<file path="src/rtl/wms_pkg.sv">
package wms_pkg;
  localparam int WAVE_W = 4;
  localparam int SEQ_W  = 4;
  localparam int ADDR_W = 4;
  localparam int DATA_W = 16;
  localparam logic [SEQ_W-1:0] SEQ_NONE = '1;

  typedef struct packed {
    logic [WAVE_W-1:0] wave;
    logic [SEQ_W-1:0]  seq;
    logic [SEQ_W-1:0]  pred;
    logic [SEQ_W-1:0]  succ;
    logic              is_store;
    logic [ADDR_W-1:0] addr;
    logic [DATA_W-1:0] wdata;
  } mreq_t;
endpackage

</file>
<file path="src/rtl/wms_tracker.sv">
module wms_tracker
  import wms_pkg::*;
(
  input  logic              clk,
  input  logic              rst_n,
  input  logic              iss_fire,
  input  mreq_t             iss_req,
  output logic [WAVE_W-1:0] cur_wave,
  output logic              started,
  output logic [SEQ_W-1:0]  last_seq
);
  always_ff @(posedge clk) begin
    if (!rst_n) begin
      cur_wave <= '0;
      started  <= 1'b0;
      last_seq <= '0;
    end else if (iss_fire) begin
      if (iss_req.succ == SEQ_NONE) begin
        cur_wave <= cur_wave + 1'b1;
        started  <= 1'b0;
        last_seq <= '0;
      end else begin
        started  <= 1'b1;
        last_seq <= iss_req.seq;
      end
    end
  end


  chain_link_chk: assert property (@(posedge clk) disable iff (!rst_n)
    iss_fire && started |-> iss_req.pred == last_seq && iss_req.wave == cur_wave);


  wave_step_chk: assert property (@(posedge clk) disable iff (!rst_n)
    iss_fire && iss_req.succ == SEQ_NONE |=> !started && cur_wave == WAVE_W'($past(cur_wave) + 1'b1));
endmodule

</file>
<file path="src/rtl/wms_buffer.sv">
module wms_buffer
  import wms_pkg::*;
#(
  parameter int DEPTH = 8
) (
  input  logic              clk,
  input  logic              rst_n,
  input  logic              in_valid,
  input  mreq_t             in_req,
  output logic              in_ready,
  input  logic [WAVE_W-1:0] cur_wave,
  input  logic              started,
  input  logic [SEQ_W-1:0]  last_seq,
  input  logic              load_ok,
  output logic              iss_fire,
  output mreq_t             iss_req
);
  logic [DEPTH-1:0] occ, elig, grant, alloc;
  mreq_t            ent [DEPTH];

  for (genvar g = 0; g < DEPTH; g++) begin : g_slot
    logic link_ok;
    assign link_ok = started ? (ent[g].pred == last_seq && ent[g].pred != SEQ_NONE)
                             : (ent[g].pred == SEQ_NONE);
    assign elig[g] = occ[g] && ent[g].wave == cur_wave && link_ok
                     && (ent[g].is_store || load_ok);
  end

  always_comb begin
    grant = '0;
    alloc = '0;
    for (int i = 0; i < DEPTH; i++) begin
      if (elig[i] && grant == '0) grant[i] = 1'b1;
      if (!occ[i] && alloc == '0) alloc[i] = 1'b1;
    end
  end

  always_comb begin
    iss_req = '0;
    for (int i = 0; i < DEPTH; i++)
      if (grant[i]) iss_req = ent[i];
  end

  assign iss_fire = |grant;
  assign in_ready = ~&occ;

  always_ff @(posedge clk) begin
    if (!rst_n) begin
      occ <= '0;
    end else begin
      for (int i = 0; i < DEPTH; i++) begin
        if (grant[i]) occ[i] <= 1'b0;
        if (alloc[i] && in_valid && in_ready) begin
          occ[i] <= 1'b1;
          ent[i] <= in_req;
        end
      end
    end
  end


  one_issue_chk: assert property (@(posedge clk) disable iff (!rst_n) $onehot0(grant));


  no_overflow_chk: assert property (@(posedge clk) disable iff (!rst_n)
    in_valid && !in_ready |=> (occ & ~$past(occ)) == '0);
endmodule

</file>
<file path="src/rtl/wms_store.sv">
module wms_store
  import wms_pkg::*;
(
  input  logic              clk,
  input  logic              rst_n,
  input  logic              acc_en,
  input  mreq_t             acc_req,
  input  logic              rsp_ready,
  output logic              rsp_valid,
  output logic [WAVE_W-1:0] rsp_wave,
  output logic [SEQ_W-1:0]  rsp_seq,
  output logic [DATA_W-1:0] rsp_data,
  output logic              slot_free
);
  localparam int WORDS = 1 << ADDR_W;
  logic [DATA_W-1:0] mem [WORDS];

  assign slot_free = !rsp_valid || rsp_ready;

  always_ff @(posedge clk) begin
    if (!rst_n) begin
      for (int i = 0; i < WORDS; i++) mem[i] <= '0;
      rsp_valid <= 1'b0;
      rsp_wave  <= '0;
      rsp_seq   <= '0;
      rsp_data  <= '0;
    end else begin
      if (rsp_valid && rsp_ready) rsp_valid <= 1'b0;
      if (acc_en) begin
        if (acc_req.is_store) begin
          mem[acc_req.addr] <= acc_req.wdata;
        end else begin
          rsp_valid <= 1'b1;
          rsp_wave  <= acc_req.wave;
          rsp_seq   <= acc_req.seq;
          rsp_data  <= mem[acc_req.addr];
        end
      end
    end
  end


  rsp_hold_chk: assert property (@(posedge clk) disable iff (!rst_n)
    rsp_valid && !rsp_ready |=> rsp_valid && $stable(rsp_data) && $stable(rsp_seq) && $stable(rsp_wave));


  load_rsp_chk: assert property (@(posedge clk) disable iff (!rst_n)
    acc_en && !acc_req.is_store |=> rsp_valid && rsp_seq == $past(acc_req.seq));
endmodule

</file>
<file path="src/rtl/wave_mem_sequencer.sv">
module wave_mem_sequencer
  import wms_pkg::*;
#(
  parameter int DEPTH = 8
) (
  input  logic              clk,
  input  logic              rst_n,
  input  logic              req_valid,
  output logic              req_ready,
  input  logic [WAVE_W-1:0] req_wave,
  input  logic [SEQ_W-1:0]  req_seq,
  input  logic [SEQ_W-1:0]  req_pred,
  input  logic [SEQ_W-1:0]  req_succ,
  input  logic              req_store,
  input  logic [ADDR_W-1:0] req_addr,
  input  logic [DATA_W-1:0] req_wdata,
  output logic              rsp_valid,
  input  logic              rsp_ready,
  output logic [WAVE_W-1:0] rsp_wave,
  output logic [SEQ_W-1:0]  rsp_seq,
  output logic [DATA_W-1:0] rsp_data
);
  mreq_t             in_req, iss_req;
  logic              iss_fire, started, slot_free;
  logic [WAVE_W-1:0] cur_wave;
  logic [SEQ_W-1:0]  last_seq;

  assign in_req = '{wave: req_wave, seq: req_seq, pred: req_pred, succ: req_succ,
                    is_store: req_store, addr: req_addr, wdata: req_wdata};

  wms_buffer #(.DEPTH(DEPTH)) u_buf (
    .clk(clk), .rst_n(rst_n), .in_valid(req_valid), .in_req(in_req), .in_ready(req_ready),
    .cur_wave(cur_wave), .started(started), .last_seq(last_seq), .load_ok(slot_free),
    .iss_fire(iss_fire), .iss_req(iss_req)
  );

  wms_tracker u_trk (
    .clk(clk), .rst_n(rst_n), .iss_fire(iss_fire), .iss_req(iss_req),
    .cur_wave(cur_wave), .started(started), .last_seq(last_seq)
  );

  wms_store u_mem (
    .clk(clk), .rst_n(rst_n), .acc_en(iss_fire), .acc_req(iss_req), .rsp_ready(rsp_ready),
    .rsp_valid(rsp_valid), .rsp_wave(rsp_wave), .rsp_seq(rsp_seq), .rsp_data(rsp_data),
    .slot_free(slot_free)
  );


  store_silent_chk: assert property (@(posedge clk) disable iff (!rst_n)
    iss_fire && iss_req.is_store && !(rsp_valid && !rsp_ready) |=> !rsp_valid);
endmodule

</file>
<file path="config.mk">
export PLATFORM = sky130hd
export DESIGN_NAME = wave_mem_sequencer
export DESIGN_NICKNAME = d
export VERILOG_FILES = /design/src/rtl/wms_pkg.sv /design/src/rtl/wms_tracker.sv /design/src/rtl/wms_buffer.sv /design/src/rtl/wms_store.sv /design/src/rtl/wave_mem_sequencer.sv
export SDC_FILE = /design/constraint.sdc
export NUM_CORES = 1
export LEC_CHECK = 0
export ABC_AREA = 1
export BUFFER_PORTS_ARGS = -buffer_cell sky130_fd_sc_hd__buf_2
export CORE_ASPECT_RATIO = 2
export CORE_MARGIN = 4
export CORE_UTILIZATION = 65
export DETAILED_ROUTE_END_ITERATION = 7
export GPL_ROUTABILITY_DRIVEN = 0
export PLACE_DENSITY = 0.89
export SYNTH_ARGS = -nofsm -noshare
export SYNTH_HDL_FRONTEND = slang
export SYNTH_SLANG_ARGS = --single-unit
</file>
<file path="constraint.sdc">
create_clock -name clk -period 14.1 [get_ports clk]
set_input_delay 2.115 -clock clk [delete_from_list [all_inputs] [get_ports clk]]
set_output_delay 2.115 -clock clk [all_outputs]
set_load 0.01 [all_outputs]
</file>
# After elaboration in Yosys (flattened, before gate mapping)
# Memory sizes are Yosys's and may differ from the RTL's. A register that Yosys moved wholly into a read port is not among the register bits.
# Index checks and enable logic that the tools add are counted.
# classes
addsub	1
n_eq_ne	33
mux	106
bitwise_logic	2
n_reduce_logical	114
# ops
op	n
37-bit 2-to-1 mux	15
37-bit OR reduction	7
1-bit 2-to-1 mux	81
4-bit == test	16
1-bit logical AND	63
4-bit == test (second input constant)	9
4-bit inequality test (second input constant)	8
3-bit 2-to-1 mux	7
16-bit 2-to-1 mux	1
2-bit nonzero test	8
16-bit OR reduction	1
7-bit logical NOT	2
6-bit logical NOT	2
1-bit logical NOT	10
5-bit logical NOT	2
1-bit logical OR	9
4-bit logical NOT	2
4-bit 2-to-1 mux	2
8-bit AND reduction	1
8-bit OR reduction	1
3-bit logical NOT	2
4-bit by 1-bit adder with 4-bit output (second input constant)	1
2-bit logical NOT	2
2-bit AND reduction	2
1-bit inverter	2
# word_totals
reg_bits	26
ram_bits	552
input_bits	41
out_inout_bits	26
elab_cells	272
n_memories	2
# mem_list
name	words	width	read_ports	rd_ports_with_merged_regs	write_ports	line_no	source
u_buf.ent	8	37	8	0	1	wms_buffer.sv:19	mreq_t ent [DEPTH];
u_mem.mem	16	16	1	1	16	wms_store.sv:16	logic [DATA_W-1:0] mem [WORDS];

# Depth between registers and ports, before layout
# Gate-level depths: netlist of run 1.
# logic_depth
depth_word	34
ltp_mapped	28
ltp_nobuf	25

# By module
# A second synthesis of run 1 with hierarchy kept.
# hier_totals
cells_unflattened	2638
area_unflattened_um2	26380.3
# modules_own_cells
mod	n_inst	cells_each	area_each_um2	seq_area_each_um2
wms_buffer	1	1204	13442.9	9048.7
wms_store	1	1378	12539.5	8187.9
wms_tracker	1	56	397.9	180.2

# Least setup slack after synthesis of run 1
# OpenSTA, ideal clock, no wires.
# synth_timing
kind	input to register
startpoint	input port rst_n
endpoint	memory u_buf.ent[1][0] in the netlist's numbering (enable)
setup_ns	0.527
arrival_ns	6.117
required_ns	13.573
setup_slack_ns	7.456
stages	3
n_path_buf	1
path_cell_list	clkbuf_1 -> nand2_1 -> nor4_1
# synth_between
elab_chain_cells	10
elab_cells_between_ends	37
classes_between	30 x mux; 7 x reduce/logical
# synth_rtl
item	line_no	source
start, declared	wave_mem_sequencer.sv:7	input logic rst_n,
1-bit 2-to-1 mux	wms_buffer.sv:48	if (!rst_n) begin
1-bit 2-to-1 mux (implied by the code)	wms_buffer.sv:55	ent[i] <= in_req;
37-bit OR reduction (no line)	--	
3-bit 2-to-1 mux (no line) or 1-bit 2-to-1 mux (tied branches) (7 in series)	--	
end, declared	wms_buffer.sv:19	
# Parallel ways exist; a longest one is shown, timed or not.

==> run metrics, run 1 <==
status complete, no violations; Worst Path Max Fanout 28; Area growth syn-to-layout 8.14%; DP Worst Slack 7210 ps; Tmin final 6470 ps; power per cell area 119 nW/um^2; post-synthesis cell type count 55; met2 Resource Use GR 61.8%; Post-Syn Area 27,000 sq um; most frequent cells in the layout nand2_1 (916), edfxtp_1 (552), nor2_1 (381); placed cells 3,227; Core ar. 41,100 sq um; Worst setup EP type register; DIE AREA 45,100 sq um; Final period util 45.9%; Avg Inst Size Synth 9.90 sq um; # IOs 67; clock skew 26.2 ps; fill count 2,621; Max Freq 0.155 GHz; Clock Tree Buf Depth 3; CTS clk-pin slew, worst paths 70 ps; Starting DRT DRC Count 3,043; net count after synthesis 2,774; Starting Density 65.8%; Leak 11.3 nW; top_reg_cell synth edfxtp_1; H-tree depth 2; DRC Markers 0; Yosys Warn Count 0; post-CTS setup buffers 0; die width 152 microns; clk root buf clkbuf_16; largest net degree at the start of global routing 69; Resize count post-CTS 0; Max VDD drop 0.000123 V; vias in the first global route 20,950; Final HPWL DP 50,000 microns; layout cell share with drive strength beyond 1 9.64%; Congestion Overflow GR 0; initial antenna violation count 2; setup ws final 7630 ps; first-pass GRT wire length 119,000 microns; Maximum Capacitance Violations 0; clk sinks 594; EDFF count, synth 552; CTS tree yes; Worst Path Required 14,330 ps; Post-DP Area 27,600 sq um; part of the Yosys area used for sequential elements 64.4%; Final ANT Viol Nets 0; TritonRoute pass-1 iters 7; # setup viols final 0; Hold Vio Cnt, Final 0; setup TNS 0 ps; Mapped Cells 2,732; row count 105; vias per cell 6.44; CP arrival 6700 ps; IO buf count 66; worst skew pair latency 600 ps; crit start category input pin; HP Class reg -> reg; met1 GRT Util 35.9%; RSZ-0062 raised after global routing false; die height 296 microns; fin area 29,200 sq um; Post-synth ARST share 0%; Most Used Layer, Global Route met2; Total Wirelength 80,200 microns; fin cells 3,318; cts hold-fix bufs 0; commonest non-fill, non-tap cell in the layout nand2_1; WS Path Type in -> reg; Final Slew Violations 0; Max-slew headroom 18.2%; synthesized flop and latch total 594; fin nets 2,783; DR WL/cell 24.2 microns; worst slew pin tran 1220 ps; Vias 21,371; register area 17,400 sq um; Hold Worst Slack 444 ps; GR Util met3 7.69%; area taken by multi-input logic gates 8400 sq um; Global Route Usage Sum 35.2%; CTS buffer count 47
-- path summary, 6_finish.rpt --
| kind | from | end | slack (ps) | cells after the start |
|---|---|---|---|---|
| worst min-delay path | u_mem.rsp_seq[3] | u_mem.rsp_seq[3] | 440 | 2 |
| worst max-delay path | rsp_ready | u_mem.mem[9][11] | 7630 | 20 |
| worst min register to register | u_mem.rsp_seq[3] | u_mem.rsp_seq[3] | 440 | 2 |
| worst max register to register | u_trk.cur_wave[0] | u_mem.mem[9][11] | 8460 | 17 |
-- cells in the mapped netlist (9+ instances only) --
master	instances	area, sq um
or2_2	9	56.3
a21oi_1	38	190
buf_2	78	390
edfxtp_1	552	16600
clkbuf_1	25	93.8
buf_6	14	158
xor2_1	9	78.8
o211ai_1	15	113
a31oi_1	11	68.8
nand3_1	234	1170
inv_2	15	56.3
o21ai_0	66	330
o21ai_1	13	65.1
dfxtp_1	42	841
nand3_4	11	193
nor2_1	386	1450
nand2_1	916	3440
inv_1	109	409
o22ai_1	10	62.6
nand4_1	44	275
nand2_2	12	75.1
buf_4	18	135
-- worst max-delay path, stage by stage --
cell and delay, ps:
buf_2 100, inv_1 50, nand2_2 190, or2_1 330, nand3_1 110, nor3_2 70
nand2_4 130, nand3_4 110, nor2_2 160, nand2_2 400, inv_1 690, nand2_1 120
nand2_1 80, o21bai_1 120, nand2_1 80, nand2_2 120, inv_1 70, nor2_2 560
nand3_2 410, nand2_1 620
-- per-layer routing --
| metal | share of wire, % | vias to the layer above |
|---|---|---|
| met5 | 0.010 | - |
| met4 | 10 | 2 |
| met3 | 11 | 516 |
| met2 | 50 | 1759 |
| met1 | 28 | 9855 |
| li1 | - | 9239 |
-- power breakdown --
part	internal, W	leakage (nW)	switching, W
Sequential	0.00196	5.66	0.0000134
Combinational	0.0000181	4.84	0.0000644
Clock	0.000793	0.815	0.000631
-- cells by family (layout without fill, tap and decap cells) --
group | after synthesis | in the layout | share of synthesized area [%]
XOR/XNOR | 17 | 17 | 0.551
adder cells (fa/ha/maj) | 1 | 1 | 0.0463
flip-flops | 594 | 594 | 64.4
AND/OR/NAND/NOR | 1659 | 1659 | 25.9
buffers and inverters | 270 | 317 | 4.82
AO/OA/AOI/OAI | 191 | 191 | 4.27
other | 0 | 4 | 0
-- state kept, by name (all words and copies together) (netlist names) --
| register | count |
|---|---|
| u_buf.occ | 8 |
| u_mem.rsp_valid | 1 |
| u_mem.rsp_seq | 4 |
| u_mem.mem | 256 |
| u_trk.cur_wave | 4 |
| u_mem.rsp_wave | 4 |
| u_buf.ent | 296 |
| u_trk.started | 1 |
| u_trk.last_seq | 4 |
| u_mem.rsp_data | 16 |
-- per-stage QoR --
step,power [W],util [%]
2_1_floorplan,0.00205,-
3_3_place_gp,0.00208,67.1
3_5_place_dp,0.00209,67.1
4_1_cts,0.00347,71.1
5_1_grt,0.00355,71.1
6_report,0.00348,71.1
-- area by class of cell --
class,instances,area share [%]
sequential,594,59.5
multi-input combinational,1868,28.7
clock buffer,58,4.30
tap,535,2.29
timing repair buffer,103,2.08
inverter,127,1.64
clock inverter,29,1.38
antenna,4,0.0342
Note: power is estimated with default switching activity, not from simulation.
==> run 2, diff against run 1 <==
- CORE_UTILIZATION: 65 -> 63
- PLACE_DENSITY: 0.89 -> 0.87
- clock period: 14.1 -> 6.6 ns (I/O delays scaled with it)
==> run metrics, run 2 (synthesis results as in run 1) <==
Power Internal 0.00594 W (+110%); Leak 11.4 nW (+0.45%); Hold Vio Cnt, Final 0 (unchanged); Final ANT Viol Nets 0 (unchanged); P_sw 0.00153 W (+120%); fin nets 2,789 (+0.22%); Worst Path Required 6850 ps (-7480 ps); vias per cell 6.38 (-0.94%); vias in the first global route 21,247 (+1.4%); Max Freq 0.181 GHz; Post-DP Area 27,700 sq um (+0.27%); worst hold stages 2 (unchanged); CTS tree yes; CP cell instances inv_2 -> o21ai_1 -> nand4_1 -> nor2_1 -> nand2_1 -> nand3_4 -> inv_2 -> nand2_2 -> nor2_4 -> nand3_2 -> buf_4 -> inv_2 -> nand2_1 -> nand2_1 -> nor2_2 -> nand3_2 -> nand2_1; hold_sp u_mem.rsp_seq[3]; clock skew 31.1 ps (+4.87 ps); commonest non-fill, non-tap cell in the layout nand2_1; clk root buf clkbuf_16; Max-slew headroom 19.0% (+0.82 points); worst slew pin tran 1210 ps (-12.2 ps); Largest regs u_buf.ent x296, u_mem.mem x256, u_mem.rsp_data x16; Flop pwr share 56.4% (-0.3 points); Starting Density 63.5% (-2.2 points); area taken by multi-input logic gates 8400 sq um (unchanged); Area growth syn-to-layout 8.58%; Clock Power Share 41.3% (+0.3 points); Congestion Overflow GR 0 (unchanged); Hold Worst Slack 455 ps (+11.2 ps); largest net degree at the start of global routing 129 (+87%); Largest Register u_buf.ent; CP arrival 5780 ps (-920 ps); IO buf count 66 (unchanged); Hold Path Sink u_mem.rsp_seq[3]; status complete, no violations; row count 107 (+1.9%); register area 17,400 sq um (unchanged); Total Wirelength 80,900 microns (+0.88%); Largest stage delay, worst path 660 ps (-30 ps); fin area 29,400 sq um (+0.41%); fill count 2,980 (+14%); post-CTS setup buffers 0 (unchanged); Comb power frac 2.3% (about the same); most frequent cells in the layout nand2_1 (916), edfxtp_1 (552), nor2_1 (381); Maximum Capacitance Violations 0 (unchanged); RSZ-0062 raised after global routing false; clk sinks 594 (unchanged); DR WL/cell 24.3 microns (+0.49%); Crit path max-delay family simple AND/OR/NAND/NOR gates; TritonRoute pass-1 iters 7 (unchanged); Resize count post-CTS 0 (unchanged); H-tree depth 2 (unchanged); Slowest-stage cell, CP nor2_2; Global Route Usage Sum 34.9% (-0.33 points); Final period util 83.9%; initial antenna violation count 0 (-2); crit start category register; Final HPWL DP 52,600 microns (+5.1%); CTS clk-pin slew, worst paths 70 ps (about the same); first-pass GRT wire length 121,000 microns (+1.3%); WP buf/inv 4 (unchanged); DRC Markers 0 (unchanged); Worst setup EP type register; setup TNS 0 ps (unchanged); R2R setup slack 1060 ps (-7400 ps); power per cell area 254 nW/um^2 (+110%); Vias 21,252 (-0.56%); Clock Tree Buf Depth 3 (unchanged); HP Class reg -> reg; r2r worst-path depth 17 (unchanged); worst skew pair latency 620 ps (+20 ps); max FFs per register 296 (unchanged); WS Path Type reg -> reg; Final Slew Violations 0 (unchanged); Switching Share 20.5% (+0.085 points); Starting DRT DRC Count 3,189 (+4.8%); Tmin final 5540 ps; CTS buffer count 48 (+2.1%); die width 155 microns (+1.5%); layout cell share with drive strength beyond 1 9.98% (+0.34 points); Max VDD drop 0.000268 V (+120%); worst r2r src u_trk.started; cts hold-fix bufs 0 (unchanged); # IOs 67 (unchanged); r2r endpoint u_mem.mem[9][14]; # setup viols final 0 (unchanged); DIE AREA 46,500 sq um (+3.0%); Worst Path Max Fanout 39 (+39%); die height 301 microns (+1.5%); Core ar. 42,600 sq um (+3.5%); CP dominant cell by count nand2_1
run 2: cell types whose count changed in the layout (fill, tap and decap cells not counted), moves of 2 or more:
cell / delta
buf_12: +2
buf_4: +3
clkbuf_1: -3
clkbuf_8: +4
clkinv_16: +2
clkinv_4: -2
clkinv_8: -2
clkinvlp_4: +4
diode_2: -3
run 2: per-layer routing:
metal / part of all wire (%) / wire (microns) / track usage, %
met2: 50 / 40300 / 59.6
met5: 0 / 0 / 0
met4: 12 / 9330 / 30.1
met1: 29 / 23200 / 34.9
met3: 10 / 8070 / 8.53
run 2: per-stage QoR:
stage          util (%)  power [W]  setup slack, ps  instances
2_1_floorplan         -    0.00437             1080       2732
3_3_place_gp       65.0    0.00444             1240       3242
3_5_place_dp       65.0    0.00446             1070       3242
4_1_cts            69.0    0.00745             1510       3330
5_1_grt            69.0    0.00764              793       3330
6_report           69.0    0.00747             1060       3331
run 2: power by group through the flow:
stage	Clock (W)	Combinational [W]	Sequential, W
6_report	0.00309	0.000171	0.00421
5_1_grt	0.00324	0.000185	0.00421
3_3_place_gp	0	0.000157	0.00429
4_1_cts	0.00308	0.000166	0.00421
2_1_floorplan	0	0.0000867	0.00428
3_5_place_dp	0	0.000165	0.00429
run 2: final cells by class:
type,count,share of cell area [%]
inverters,127,1.63
flip-flops and latches,594,59.3
well taps,545,2.32
diodes,1,0.00852
repair buffers,108,2.28
multi-input cells,1868,28.6
clock buffers,60,4.52
clock inverters,28,1.32
run 2: how the worst max path moves through the flow:
stage,cells after the start,slack [ps],startpoint,end
2_1_floorplan,3,1080,rst_n,u_buf.ent[1][0]
3_3_place_gp,19,1240,rsp_ready,u_mem.mem[9][13]
3_5_place_dp,19,1070,rsp_ready,u_mem.mem[9][14]
4_1_cts,15,1510,u_trk.cur_wave[0],u_mem.mem[9][14]
5_1_grt,19,790,u_trk.cur_wave[2],u_mem.mem[9][14]
6_report,17,1060,u_trk.started,u_mem.mem[9][14]
run 2: worst reg2reg max path, stage by stage (launching register included):
cell	delay [ps]
dfxtp_1	590
inv_2	180
o21ai_1	420
nand4_1	520
nor2_1	220
nand2_1	140
nand3_4	140
inv_2	60
nand2_2	70
nor2_4	110
nand3_2	150
buf_4	420
inv_2	230
nand2_1	150
nand2_1	150
nor2_2	660
nand3_2	390
nand2_1	570
